===== config.mk =====
export PLATFORM = sky130hd
export DESIGN_NAME = serial_shift_unit
export DESIGN_NICKNAME = d
export VERILOG_FILES = /design/src/rtl/ssu_pkg.sv /design/src/rtl/ssu_sync.sv /design/src/rtl/ssu_clk_sel.sv /design/src/rtl/ssu_shifter.sv /design/src/rtl/ssu_counter.sv /design/src/rtl/serial_shift_unit.sv
export SDC_FILE = /design/constraint.sdc
export NUM_CORES = 1
export LEC_CHECK = 0
export ABC_AREA = 1
export CAP_MARGIN = 10
export CORE_MARGIN = 4
export CORE_UTILIZATION = 45
export CTS_CLUSTER_DIAMETER = 40
export CTS_CLUSTER_SIZE = 8
export DETAILED_ROUTE_END_ITERATION = 10
export HOLD_SLACK_MARGIN = 0.08
export PLACE_DENSITY = 0.87
export SYNTH_ARGS = -nofsm -noshare
export SYNTH_HDL_FRONTEND = slang
export SYNTH_HIERARCHICAL = 1
export SYNTH_SLANG_ARGS = --single-unit

===== constraint.sdc =====
create_clock -name clk -period 2.6 [get_ports clk]
set_input_delay 0.78 -clock clk [delete_from_list [all_inputs] [get_ports clk]]
set_output_delay 0.78 -clock clk [all_outputs]
set_load 0.02 [all_outputs]

===== src/rtl/ssu_pkg.sv =====
package ssu_pkg;
  typedef enum logic [1:0] {
    SRC_OFF  = 2'd0,
    SRC_SW   = 2'd1,
    SRC_TICK = 2'd2,
    SRC_EXT  = 2'd3
  } clk_src_e;
endpackage


===== src/rtl/ssu_sync.sv =====
module ssu_sync #(
  parameter int WIDTH  = 2,
  parameter int STAGES = 2
) (
  input  logic             clk,
  input  logic             rst,
  input  logic [WIDTH-1:0] async_in,
  output logic [WIDTH-1:0] sync_out
);
  logic [WIDTH-1:0] chain [STAGES];

  always_ff @(posedge clk) begin
    if (rst) chain[0] <= '0;
    else     chain[0] <= async_in;
  end

  for (genvar i = 1; i < STAGES; i++) begin : g_stage
    always_ff @(posedge clk) begin
      if (rst) chain[i] <= '0;
      else     chain[i] <= chain[i-1];
    end
  end

  assign sync_out = chain[STAGES-1];
endmodule


===== src/rtl/ssu_clk_sel.sv =====
module ssu_clk_sel
  import ssu_pkg::*;
(
  input  logic     clk,
  input  logic     rst,
  input  clk_src_e src,
  input  logic     sclk_lvl,
  input  logic     sw_strobe,
  input  logic     tick_in,
  output logic     shift_ev,
  output logic     count_ev,
  output logic     hold_out
);
  logic sclk_prev;
  logic rise, fall;

  always_ff @(posedge clk) begin
    if (rst) sclk_prev <= 1'b0;
    else     sclk_prev <= sclk_lvl;
  end

  assign rise = sclk_lvl & ~sclk_prev;
  assign fall = ~sclk_lvl & sclk_prev;

  always_comb begin
    shift_ev = 1'b0;
    count_ev = 1'b0;
    case (src)
      SRC_SW:   begin shift_ev = sw_strobe; count_ev = sw_strobe;   end
      SRC_TICK: begin shift_ev = tick_in;   count_ev = tick_in;     end
      SRC_EXT:  begin shift_ev = rise;      count_ev = rise | fall; end
      default:  begin shift_ev = 1'b0;      count_ev = 1'b0;        end
    endcase
  end

  assign hold_out = (src == SRC_EXT) & sclk_lvl;

  // with the source off, no event may leave this selector
  p_off_quiet_r9: assert property (@(posedge clk) disable iff (rst)
    (src == SRC_OFF) |-> !(shift_ev || count_ev));
endmodule


===== src/rtl/ssu_shifter.sv =====
module ssu_shifter #(
  parameter int DATA_W = 8
) (
  input  logic              clk,
  input  logic              rst,
  input  logic              load,
  input  logic [DATA_W-1:0] load_val,
  input  logic              shift,
  input  logic              ser_bit,
  input  logic              hold,
  output logic [DATA_W-1:0] data_q,
  output logic              msb_lat
);
  logic [DATA_W-1:0] data_r;
  logic              lat_r;

  always_ff @(posedge clk) begin
    if (rst)        data_r <= '0;
    else if (load)  data_r <= load_val;
    else if (shift) data_r <= {data_r[DATA_W-2:0], ser_bit};
  end

  always_ff @(posedge clk) begin
    if (rst)        lat_r <= 1'b0;
    else if (!hold) lat_r <= data_r[DATA_W-1];
  end

  assign data_q  = data_r;
  assign msb_lat = lat_r;

  // latch closed while the external clock is high
  p_latch_hold_r7: assert property (@(posedge clk) disable iff (rst)
    hold |=> (msb_lat == $past(msb_lat)));

  // a bus write wins over a shift in the same cycle
  p_load_wins_r2: assert property (@(posedge clk) disable iff (rst)
    load |=> (data_q == $past(load_val)));
endmodule


===== src/rtl/ssu_counter.sv =====
module ssu_counter #(
  parameter int CNT_W = 4
) (
  input  logic             clk,
  input  logic             rst,
  input  logic             load,
  input  logic [CNT_W-1:0] load_val,
  input  logic             inc,
  input  logic             clr,
  output logic [CNT_W-1:0] cnt_q,
  output logic             ovf_q
);
  localparam logic [CNT_W-1:0] CNT_MAX = {CNT_W{1'b1}};

  logic [CNT_W-1:0] cnt_r;
  logic             ovf_r;
  logic             wrap;

  assign wrap = inc & !load & (cnt_r == CNT_MAX);

  always_ff @(posedge clk) begin
    if (rst)       cnt_r <= '0;
    else if (load) cnt_r <= load_val;
    else if (inc)  cnt_r <= cnt_r + 1'b1;
  end

  always_ff @(posedge clk) begin
    if (rst)       ovf_r <= 1'b0;
    else if (wrap) ovf_r <= 1'b1;
    else if (clr)  ovf_r <= 1'b0;
  end

  assign cnt_q = cnt_r;
  assign ovf_q = ovf_r;

  // a wrap always raises the flag, even against a clear
  p_wrap_sets_r5: assert property (@(posedge clk) disable iff (rst)
    (inc && !load && cnt_q == CNT_MAX) |=> (ovf_q && cnt_q == '0));

  // flag is sticky until cleared
  p_flag_sticky_r5: assert property (@(posedge clk) disable iff (rst)
    (ovf_q && !clr) |=> ovf_q);

  // counter preset from the bus
  p_preset_r2: assert property (@(posedge clk) disable iff (rst)
    load |=> (cnt_q == $past(load_val)));
endmodule


===== src/rtl/serial_shift_unit.sv =====
module serial_shift_unit
  import ssu_pkg::*;
#(
  parameter int DATA_W      = 8,
  parameter int CNT_W       = 4,
  parameter int SYNC_STAGES = 2
) (
  input  logic              clk,
  input  logic              rst,
  input  logic [1:0]        cfg_src,
  input  logic              cfg_two_wire,
  input  logic              ext_sclk,
  input  logic              ser_in,
  input  logic              tick_in,
  input  logic              sw_strobe,
  input  logic              bus_we_data,
  input  logic              bus_we_cnt,
  input  logic [DATA_W-1:0] bus_wdata,
  input  logic              bus_clr_ovf,
  input  logic              ovf_ie,
  output logic [DATA_W-1:0] data_q,
  output logic [CNT_W-1:0]  cnt_q,
  output logic              ovf_flag,
  output logic              irq,
  output logic              out_3w,
  output logic              out_2w
);
  localparam int SYNC_W = 2;

  clk_src_e          src;
  logic [SYNC_W-1:0] pins_sync;
  logic              sclk_lvl, din_lvl;
  logic              shift_ev, count_ev, hold_out;
  logic              msb_lat;

  assign src = clk_src_e'(cfg_src);

  ssu_sync #(.WIDTH(SYNC_W), .STAGES(SYNC_STAGES)) u_sync (
    .clk      (clk),
    .rst      (rst),
    .async_in ({ext_sclk, ser_in}),
    .sync_out (pins_sync)
  );

  assign sclk_lvl = pins_sync[1];
  assign din_lvl  = pins_sync[0];

  ssu_clk_sel u_sel (
    .clk       (clk),
    .rst       (rst),
    .src       (src),
    .sclk_lvl  (sclk_lvl),
    .sw_strobe (sw_strobe),
    .tick_in   (tick_in),
    .shift_ev  (shift_ev),
    .count_ev  (count_ev),
    .hold_out  (hold_out)
  );

  ssu_shifter #(.DATA_W(DATA_W)) u_shift (
    .clk      (clk),
    .rst      (rst),
    .load     (bus_we_data),
    .load_val (bus_wdata),
    .shift    (shift_ev),
    .ser_bit  (din_lvl),
    .hold     (hold_out),
    .data_q   (data_q),
    .msb_lat  (msb_lat)
  );

  ssu_counter #(.CNT_W(CNT_W)) u_cnt (
    .clk      (clk),
    .rst      (rst),
    .load     (bus_we_cnt),
    .load_val (bus_wdata[CNT_W-1:0]),
    .inc      (count_ev),
    .clr      (bus_clr_ovf),
    .cnt_q    (cnt_q),
    .ovf_q    (ovf_flag)
  );

  assign irq    = ovf_flag & ovf_ie;
  assign out_3w = cfg_two_wire ? 1'b1 : msb_lat;
  assign out_2w = cfg_two_wire ? msb_lat : 1'b1;

  // register untouched while the source is off
  p_idle_hold_r9: assert property (@(posedge clk) disable iff (rst)
    (cfg_src == 2'd0 && !bus_we_data) |=> (data_q == $past(data_q)));
endmodule


Word level (Yosys, flattened, before mapping)
Memories as Yosys holds them, arrays and structs flattened.
Index checks and enable logic that the tools add are counted.
{"block": "totals", "register_bits": 15, "latchBits": 0, "ramBits": 4, "mem_bits_ro": 0, "inputBits": 21, "memories": 1}
{"memory": "u_sync.chain", "words": 2, "word_bits": 2, "read_ports": 2, "rd_clocked_by_memory_dff": 0, "write_ports": 2, "line_no": "ssu_sync.sv:10", "source": "logic [WIDTH-1:0] chain [STAGES];"}
{"block": "classes", "addsub": 1, "mul": 0, "n_div": 0, "order_cmp": 0, "eq_ne": 4, "n_shift": 0, "n_mux": 15, "n_bitwise": 11, "n_reduce_logical": 4}
{"cell": "8-bit two-way mux", "n": 2}
{"cell": "4-bit two-way mux", "n": 2}
{"cell": "1-bit two-way mux", "n": 7}
{"cell": "1-bit bitwise AND", "n": 6}
{"cell": "1-bit one-hot mux with 3 select lines", "n": 2}
{"cell": "2-bit nonzero test", "n": 3}
{"cell": "4-bit by 1-bit adder with 4-bit output, second input constant", "n": 1}
{"cell": "2-bit == test, second input constant", "n": 2}
{"cell": "4-bit == test, second input constant", "n": 1}
{"cell": "2-bit two-way mux", "n": 2}
{"cell": "1-bit bitwise OR", "n": 3}
{"cell": "2-bit by 1-bit == test with 1-bit output, second input constant", "n": 1}
{"cell": "1-bit NOT", "n": 2}
{"cell": "1-bit logical NOT", "n": 1}

Longest topological paths before layout
Gate-level depths: netlist of run 1.
{"block": "depth", "ltp_word": 7, "ltp_mapped": 11, "depth_no_buf": 11}

Cells and area by module
The synthesis of run 1 kept the hierarchy.
{"module": "ssu_shifter", "instances": 1, "cells_per_inst": 67, "area_each_um2": 445.4}
{"module": "ssu_counter", "instances": 1, "cells_per_inst": 40, "area_each_um2": 272.8}
{"module": "ssu_sync", "instances": 1, "cells_per_inst": 12, "area_each_um2": 110.1}
{"module": "ssu_clk_sel", "instances": 1, "cells_per_inst": 15, "area_each_um2": 95.1}
{"module": "serial_shift_unit", "instances": 1, "cells_per_inst": 6, "area_each_um2": 22.5}

Least setup slack after synthesis of run 1
No wires, ideal clock.
{"block": "synth_path", "path_type": "input to output", "start": "in ovf_ie", "end": "out irq", "arrival_ns": 0.956, "required_ns": 1.820, "path_slack_ns": 0.864, "path_stages": 2, "cell_sequence": "nand2_1 inv_1"}
{"block": "synth_between", "elab_chain_len": 1}
{"item": "start: declaration", "line_no": "serial_shift_unit.sv:20", "source": "input logic ovf_ie,"}
{"item": "1-bit bitwise AND", "line_no": "serial_shift_unit.sv:83", "source": "assign irq = ovf_flag & ovf_ie;"}
{"item": "end: declaration", "line_no": "serial_shift_unit.sv:24", "source": "output logic irq,"}
No other way between the ends.

Worst setup path in the final report of run 1
{"block": "layout_path", "start": "in cfg_two_wire", "end": "out out_3w"}
{"block": "layout_between", "elab_chain_len": 1}
{"item": "start: declaration", "line_no": "serial_shift_unit.sv:11", "source": "input logic cfg_two_wire,"}
{"item": "1-bit two-way mux", "line_no": "serial_shift_unit.sv:84", "source": "assign out_3w = cfg_two_wire ? 1'b1 : msb_lat;"}
{"item": "end: declaration", "line_no": "serial_shift_unit.sv:25", "source": "output logic out_3w,"}
No other way between the ends.

==> results of run 1 <==
-- worst min path at each step --
stage / to / cells after the start / from
3_3_place_gp: u_sync/chain[1][1] / 2 / u_sync/chain[0][1]
2_1_floorplan: u_sync/chain[1][0] / 2 / u_sync/chain[0][0]
4_1_cts: u_sync/chain[1][1] / 2 / u_sync/chain[0][1]
6_report: u_sync/chain[1][1] / 2 / u_sync/chain[0][1]
3_5_place_dp: u_sync/chain[1][1] / 2 / u_sync/chain[0][1]
5_1_grt: u_sync/chain[1][0] / 2 / u_sync/chain[0][0]
-- cell type report --
type	count	share of cell area, %
clock inverter	1	0.366
inverter	29	7.96
clock buffer	3	1.65
timing repair buffer	39	27.7
multi-input combinational	90	32.0
tap	27	2.47
sequential	19	27.8
-- registers in the layout (all words and copies together), names as in the netlist --
name / cells
u_shift/data_q: 8
u_shift/msb_lat: 1
u_cnt/cnt_q: 4
u_sync/chain: 4
u_cnt/ovf_q: 1
u_sel/sclk_prev: 1
-- per-stage QoR --
stage	utilization, %	area, um2	std cells
2_1_floorplan	-	946	140
3_3_place_gp	67.8	1340	204
3_5_place_dp	67.8	1340	204
4_1_cts	69.0	1370	208
5_1_grt	69.0	1370	208
6_report	69.0	1370	208
-- critical path: cells and delay by family --
family / cells / cell delay, ps
simple gates: 1 / 60
buf+inv: 3 / 850
-- cells in the final DEF, fill, tap and decap left out, drive strengths merged, types with 2 or more instances in the layout --
cell	Yosys	routed
a21oi	6	6
o21ai	2	2
ha	2	2
buf	2	3
clkbuf	0	3
a21boi	2	2
clkdlybuf4s50	0	33
nor3	2	2
inv	29	29
dfxtp	19	19
dlygate4sd2	0	3
nor2	10	10
nand3	21	21
nand2	42	42
-- metal layers --
| layer | vias to the layer above | global-route usage [%] | share of wire [%] |
|---|---|---|---|
| met3 | 2 | 3.60 | 5.7 |
| met1 | 466 | 19.9 | 40 |
| met2 | 34 | 35.3 | 54 |
| li1 | 512 | - | - |
| met5 | - | 0 | 0 |
| met4 | 0 | 8.51 | 0.29 |
-- cells by family after synthesis --
group | synth area share (%)
XOR/XNOR | 0.926
flip-flops | 40.2
buffers and inverters | 13.5
AND/OR/NAND/NOR | 36.9
adder cells (fa/ha/maj) | 2.65
AO/OA/AOI/OAI | 5.82
-- cells in the mapped netlist, types with 2 or more instances --
cell type and number:
inv_2 2, nand3_1 21, inv_1 27, a21boi_1 2
nor2_1 7, a21oi_1 6, nand2_1 42, ha_1 2
nor2_2 2, dfxtp_1 19
-- power groups by stage --
stage               combinational [uW]  clock [uW]  sequential (uW)
floorplan                         58.8           0              339
global placement                   145           0              326
detailed placement                 149           0              327
CTS                                149         156              321
global route                       163         168              323
finish                             149         149              321
==> impl_metrics.json, run 1 <==
{
  "total_wire_length_after_detailed_routing_um": 2430,
  "area.growth.synth_to_final_pct": 44.6,
  "worstSetupEndpointType": "output port",
  "synth-main-ff-cell": "dfxtp_1",
  "post_route_cells_drive_above_1_share_pct": 7.18,
  "seqPwrFrac_pct": 51.9,
  "root_buffer": "clkbuf_4",
  "clock_skew_ps": 1.58,
  "detailroute.via_count": 1014,
  "synth.net_count": 163,
  "power_switching_uw": 181,
  "detailed_place_hpwl_um": 1860,
  "drc_violations_left": 0,
  "ys_seq_elements": 19,
  "die_area_um2": 2900,
  "combPwrFrac_pct": 24.0,
  "irDropWorstVdd_uv": 402,
  "synth_top_area_share_pct": 40.2,
  "finalHoldViolCount": 0,
  "critical_path.cell_chain": "clkdlybuf4s50_1, inv_1, nand2_1, dlygate4sd2_1",
  "ys_async_sr_fraction_pct": 0,
  "final_critical_path_setup_slack_ps": 136,
  "switching_share_pct": 29.3,
  "detail_route.vias_per_cell": 4.88,
  "power_density_nw_per_um2": 453,
  "slowest_stage": "clkdlybuf4s50_1",
  "critPathArrivalTime_ps": 1680,
  "cp-startpoint": "cfg_two_wire",
  "clock_sinks": 19,
  "fill_cells": 171,
  "r2r_slack_ps": 1230,
  "relSlewSlack_pct": 81.6,
  "row_count": 16,
  "drtPass1Iterations": 4,
  "netlist_instances": 140,
  "first_pass_grt_wire_length_um": 3910,
  "worst-r2r-cell-count": 9,
  "buffer_ports.inserted": 36,
  "maxCapViolations": 0,
  "multiInputGateArea_um2": 438,
  "clkSlewWorstSetupHoldPaths_ps": 110,
  "startpoint_type": "input pin",
  "floorplan_die_height_um": 53.8,
  "fmax_mhz": 406,
  "syn_avg_cell_area_um2": 6.76,
  "worst-setup-path-type": "in2out",
  "grt_pass1_vias": 937,
  "initial_utilization_pct": 47.7,
  "worstPathRequired_ps": 1820,
  "grt_start_max_net_pins": 12,
  "htreeDepth": 1,
  "number_of_drc_markers_after_the_initial_detailed_route_iteration": 41,
  "diodes": 0,
  "clock_insertion_delay_worst_skew_ps": 290,
  "grt_antenna_before_repair": 0,
  "grt.total_usage_pct": 18.8,
  "seqCellArea_um2": 380,
  "pre_cts_slack_ps": -143,
  "ys_seq_area_share_pct": 40.2,
  "synth_top_cells_by_area": "dfxtp_1 (40%), nand2_1 (17%), nand3_1 (11%)",
  "setup_total_negative_slack_ps": 0,
  "synth_largest_area_cell": "dfxtp_1",
  "ctsLongestPathBuffers": 2,
  "outcome": "finished, final reports clean",
  "largest_stage_delay_on_the_critical_path_ps": 480,
  "tritoncts.num_buffers": 3,
  "post_synth_instance_area_um2": 946,
  "critical_path_fanout_max": 2,
  "synth-edff-count": 0,
  "share_of_the_clock_period_used_by_the_worst_path_after_layout_pct": 94.8,
  "finalMaxSlewViolations": 0,
  "setup.worst_path.end": "out_3w",
  "clock_power_share_pct": 24.1,
  "final_net_count": 205,
  "fp.coreArea_um2": 1980,
  "finalWeightedCongestion": 0.846,
  "ios": 37,
  "post_cts_resize_count": 3,
  "post_cts_hold_buffer_count": 0,
  "ant_nets": 0,
  "chipWidth_um": 53.8,
  "worstHoldPathType": "reg2reg",
  "timing.rr.end": "u_cnt/cnt_q[3]",
  "p_int_uw": 438,
  "rsz0062_at_grt": "false",
  "overflow": 0,
  "post_cts.repair.setup_buffers": 0,
  "synth_warnings": 6,
  "post-route-min-period_ps": 2460,
  "rr_startpoint": "u_sel/sclk_prev",
  "worst-slew-pin-transition_ps": 275,
  "netlist-cell-type-count": 20,
  "wl_per_cell_um": 11.7,
  "tritoncts": "built",
  "report.power.total_uw": 619,
  "setup-violations-final": 0,
  "static-leakage-power_uw": 0.000694,
  "final_layout_worst_hold_slack_ps": 415
}
Power figures use the tool's default switching activity.
==> inputs of run 2 (changes only) <==
--- a/config.mk
+++ b/config.mk
@@ -8,12 +8,12 @@
 export ABC_AREA = 1
 export CAP_MARGIN = 10
 export CORE_MARGIN = 4
-export CORE_UTILIZATION = 45
+export CORE_UTILIZATION = 39
 export CTS_CLUSTER_DIAMETER = 40
 export CTS_CLUSTER_SIZE = 8
 export DETAILED_ROUTE_END_ITERATION = 10
 export HOLD_SLACK_MARGIN = 0.08
-export PLACE_DENSITY = 0.87
+export PLACE_DENSITY = 0.78
 export SYNTH_ARGS = -nofsm -noshare
 export SYNTH_HDL_FRONTEND = slang
 export SYNTH_HIERARCHICAL = 1
==> impl_metrics.json, run 2 (synthesized netlist as in run 1, its figures left out) <==
{
  "rsz0062_at_grt": "false",
  "largest_register_ffs": 8,
  "total_wire_length_after_detailed_routing_um": 2140,
  "slowest_stage": "clkdlybuf4s50_1",
  "critical_path_fanout_max": 2,
  "post-route-min-period_ps": 2450,
  "dpl_cell_area_um2": 1350,
  "clock_skew_ps": 3.99,
  "detail_route.vias_per_cell": 4.58,
  "finalHoldViolCount": 0,
  "static-leakage-power_uw": 0.000691,
  "grt.total_usage_pct": 13.9,
  "final_critical_path_setup_slack_ps": 151,
  "report.power.total_uw": 610,
  "finalMaxSlewViolations": 0,
  "worstHoldPathCells": 2,
  "first_pass_grt_wire_length_um": 3730,
  "detailed_place_hpwl_um": 1730,
  "post_route_cells_drive_above_1_share_pct": 6.63,
  "htreeDepth": 1,
  "pre_cts_slack_ps": -122,
  "worstPathRequired_ps": 1820,
  "final_net_count": 205,
  "grt_start_max_net_pins": 11,
  "cp-startpoint": "cfg_two_wire",
  "share_of_the_clock_period_used_by_the_worst_path_after_layout_pct": 94.2,
  "critical_path.cell_chain": "clkdlybuf4s50_1, inv_1, nand2_1, dlygate4sd2_1",
  "chipWidth_um": 57.3,
  "largest_stage_delay_on_the_critical_path_ps": 480,
  "final_common_cell": "nand2_1",
  "rr_startpoint": "u_sel/sclk_prev",
  "grt_pass1_vias": 919,
  "clkSlewWorstSetupHoldPaths_ps": 100,
  "relSlewSlack_pct": 81.9,
  "worst-setup-path-type": "in2out",
  "tritoncts": "built",
  "wl_per_cell_um": 10.2,
  "root_buffer": "clkbuf_4",
  "timing.rr.end": "u_cnt/cnt_q[1]",
  "initial_utilization_pct": 42.0,
  "buffer_ports.inserted": 36,
  "layoutNonFillerInstCount": 209,
  "die_area_um2": 3280,
  "fmax_mhz": 408,
  "row_count": 17,
  "ctsLongestPathBuffers": 2,
  "clock_insertion_delay_worst_skew_ps": 290,
  "r2r_slack_ps": 1220,
  "power_density_nw_per_um2": 446,
  "timing.hold.worst_endpoint": "u_sync/chain[1][1]",
  "floorplan_die_height_um": 57.3,
  "worst-r2r-cell-count": 11,
  "final_design_instance_area_without_fill_um2": 1370,
  "critPathArrivalTime_ps": 1670,
  "fp.coreArea_um2": 2250,
  "overflow": 0,
  "startpoint_type": "input pin",
  "finalWeightedCongestion": 0.757,
  "hold_startpoint": "u_sync/chain[0][1]",
  "grt_antenna_before_repair": 0,
  "ios": 37,
  "setup-violations-final": 0,
  "irDropWorstVdd_uv": 326,
  "drtPass1Iterations": 4,
  "clock_sinks": 19,
  "tritoncts.num_buffers": 3,
  "worst-slew-pin-transition_ps": 271,
  "placed_cell_count": 205,
  "ant_nets": 0,
  "area.growth.synth_to_final_pct": 44.6,
  "maxCapViolations": 0,
  "fill_cells": 215,
  "number_of_drc_markers_after_the_initial_detailed_route_iteration": 24,
  "drc_violations_left": 0,
  "outcome": "finished, final reports clean",
  "diodes": 0,
  "setup_total_negative_slack_ps": 0,
  "worstHoldPathType": "reg2reg",
  "most_frequent_cells_in_the_layout": "nand2_1 (42), clkdlybuf4s50_1 (33), inv_1 (27)",
  "post_cts_hold_buffer_count": 0,
  "worstSetupEndpointType": "output port",
  "detailroute.via_count": 958
}
run 2: worst max-delay path by stage:
stage	slack [ps]	end
floorplan	860	irq
global placement	-120	out_3w
detailed placement	-120	out_3w
CTS	140	out_3w
global route	100	out_3w
finish	150	out_3w
run 2: cell type report:
class	instances	area, um2	area share (%)
multi-input cells	90	438	32.0
well taps	28	35.0	2.56
inverters	29	109	7.96
flip-flops and latches	19	380	27.8
repair buffers	39	379	27.7
clock buffers	4	26.3	1.92
run 2: stage by stage:
stage / hold slack, ps / util [%]
after global placement: 390 / 59.7
final: 420 / 60.7
after floorplan: 388 / -
after CTS: 423 / 60.7
after global routing: 447 / 60.7
after detailed placement: 409 / 59.7
run 2: what timing repair did:
| action | CTS | global route |
|---|---|---|
| setup endpoints to repair | 3 | 0 |
| gates resized for setup | 3 | 0 |
| setup buffers | 0 | 0 |
run 2: metal layers:
layer	part of all wire (%)	wire, um	track usage [%]
met1	42	896	15.6
met2	51	1080	25.8
met3	6.7	144	2.94
met4	0.61	13	4.30
met5	0	0	0
run 2: report_power, final:
part           internal [uW]  switching [uW]  total (uW)
Clock                   59.5            85.2         145
Combinational           73.2            72.6         146
Sequential               307            12.9         320
run 2: worst max-delay path, delay by kind of cell:
family                 cells  cell delay, ps
buffers and inverters      3             840
AND/OR/NAND/NOR            1              50
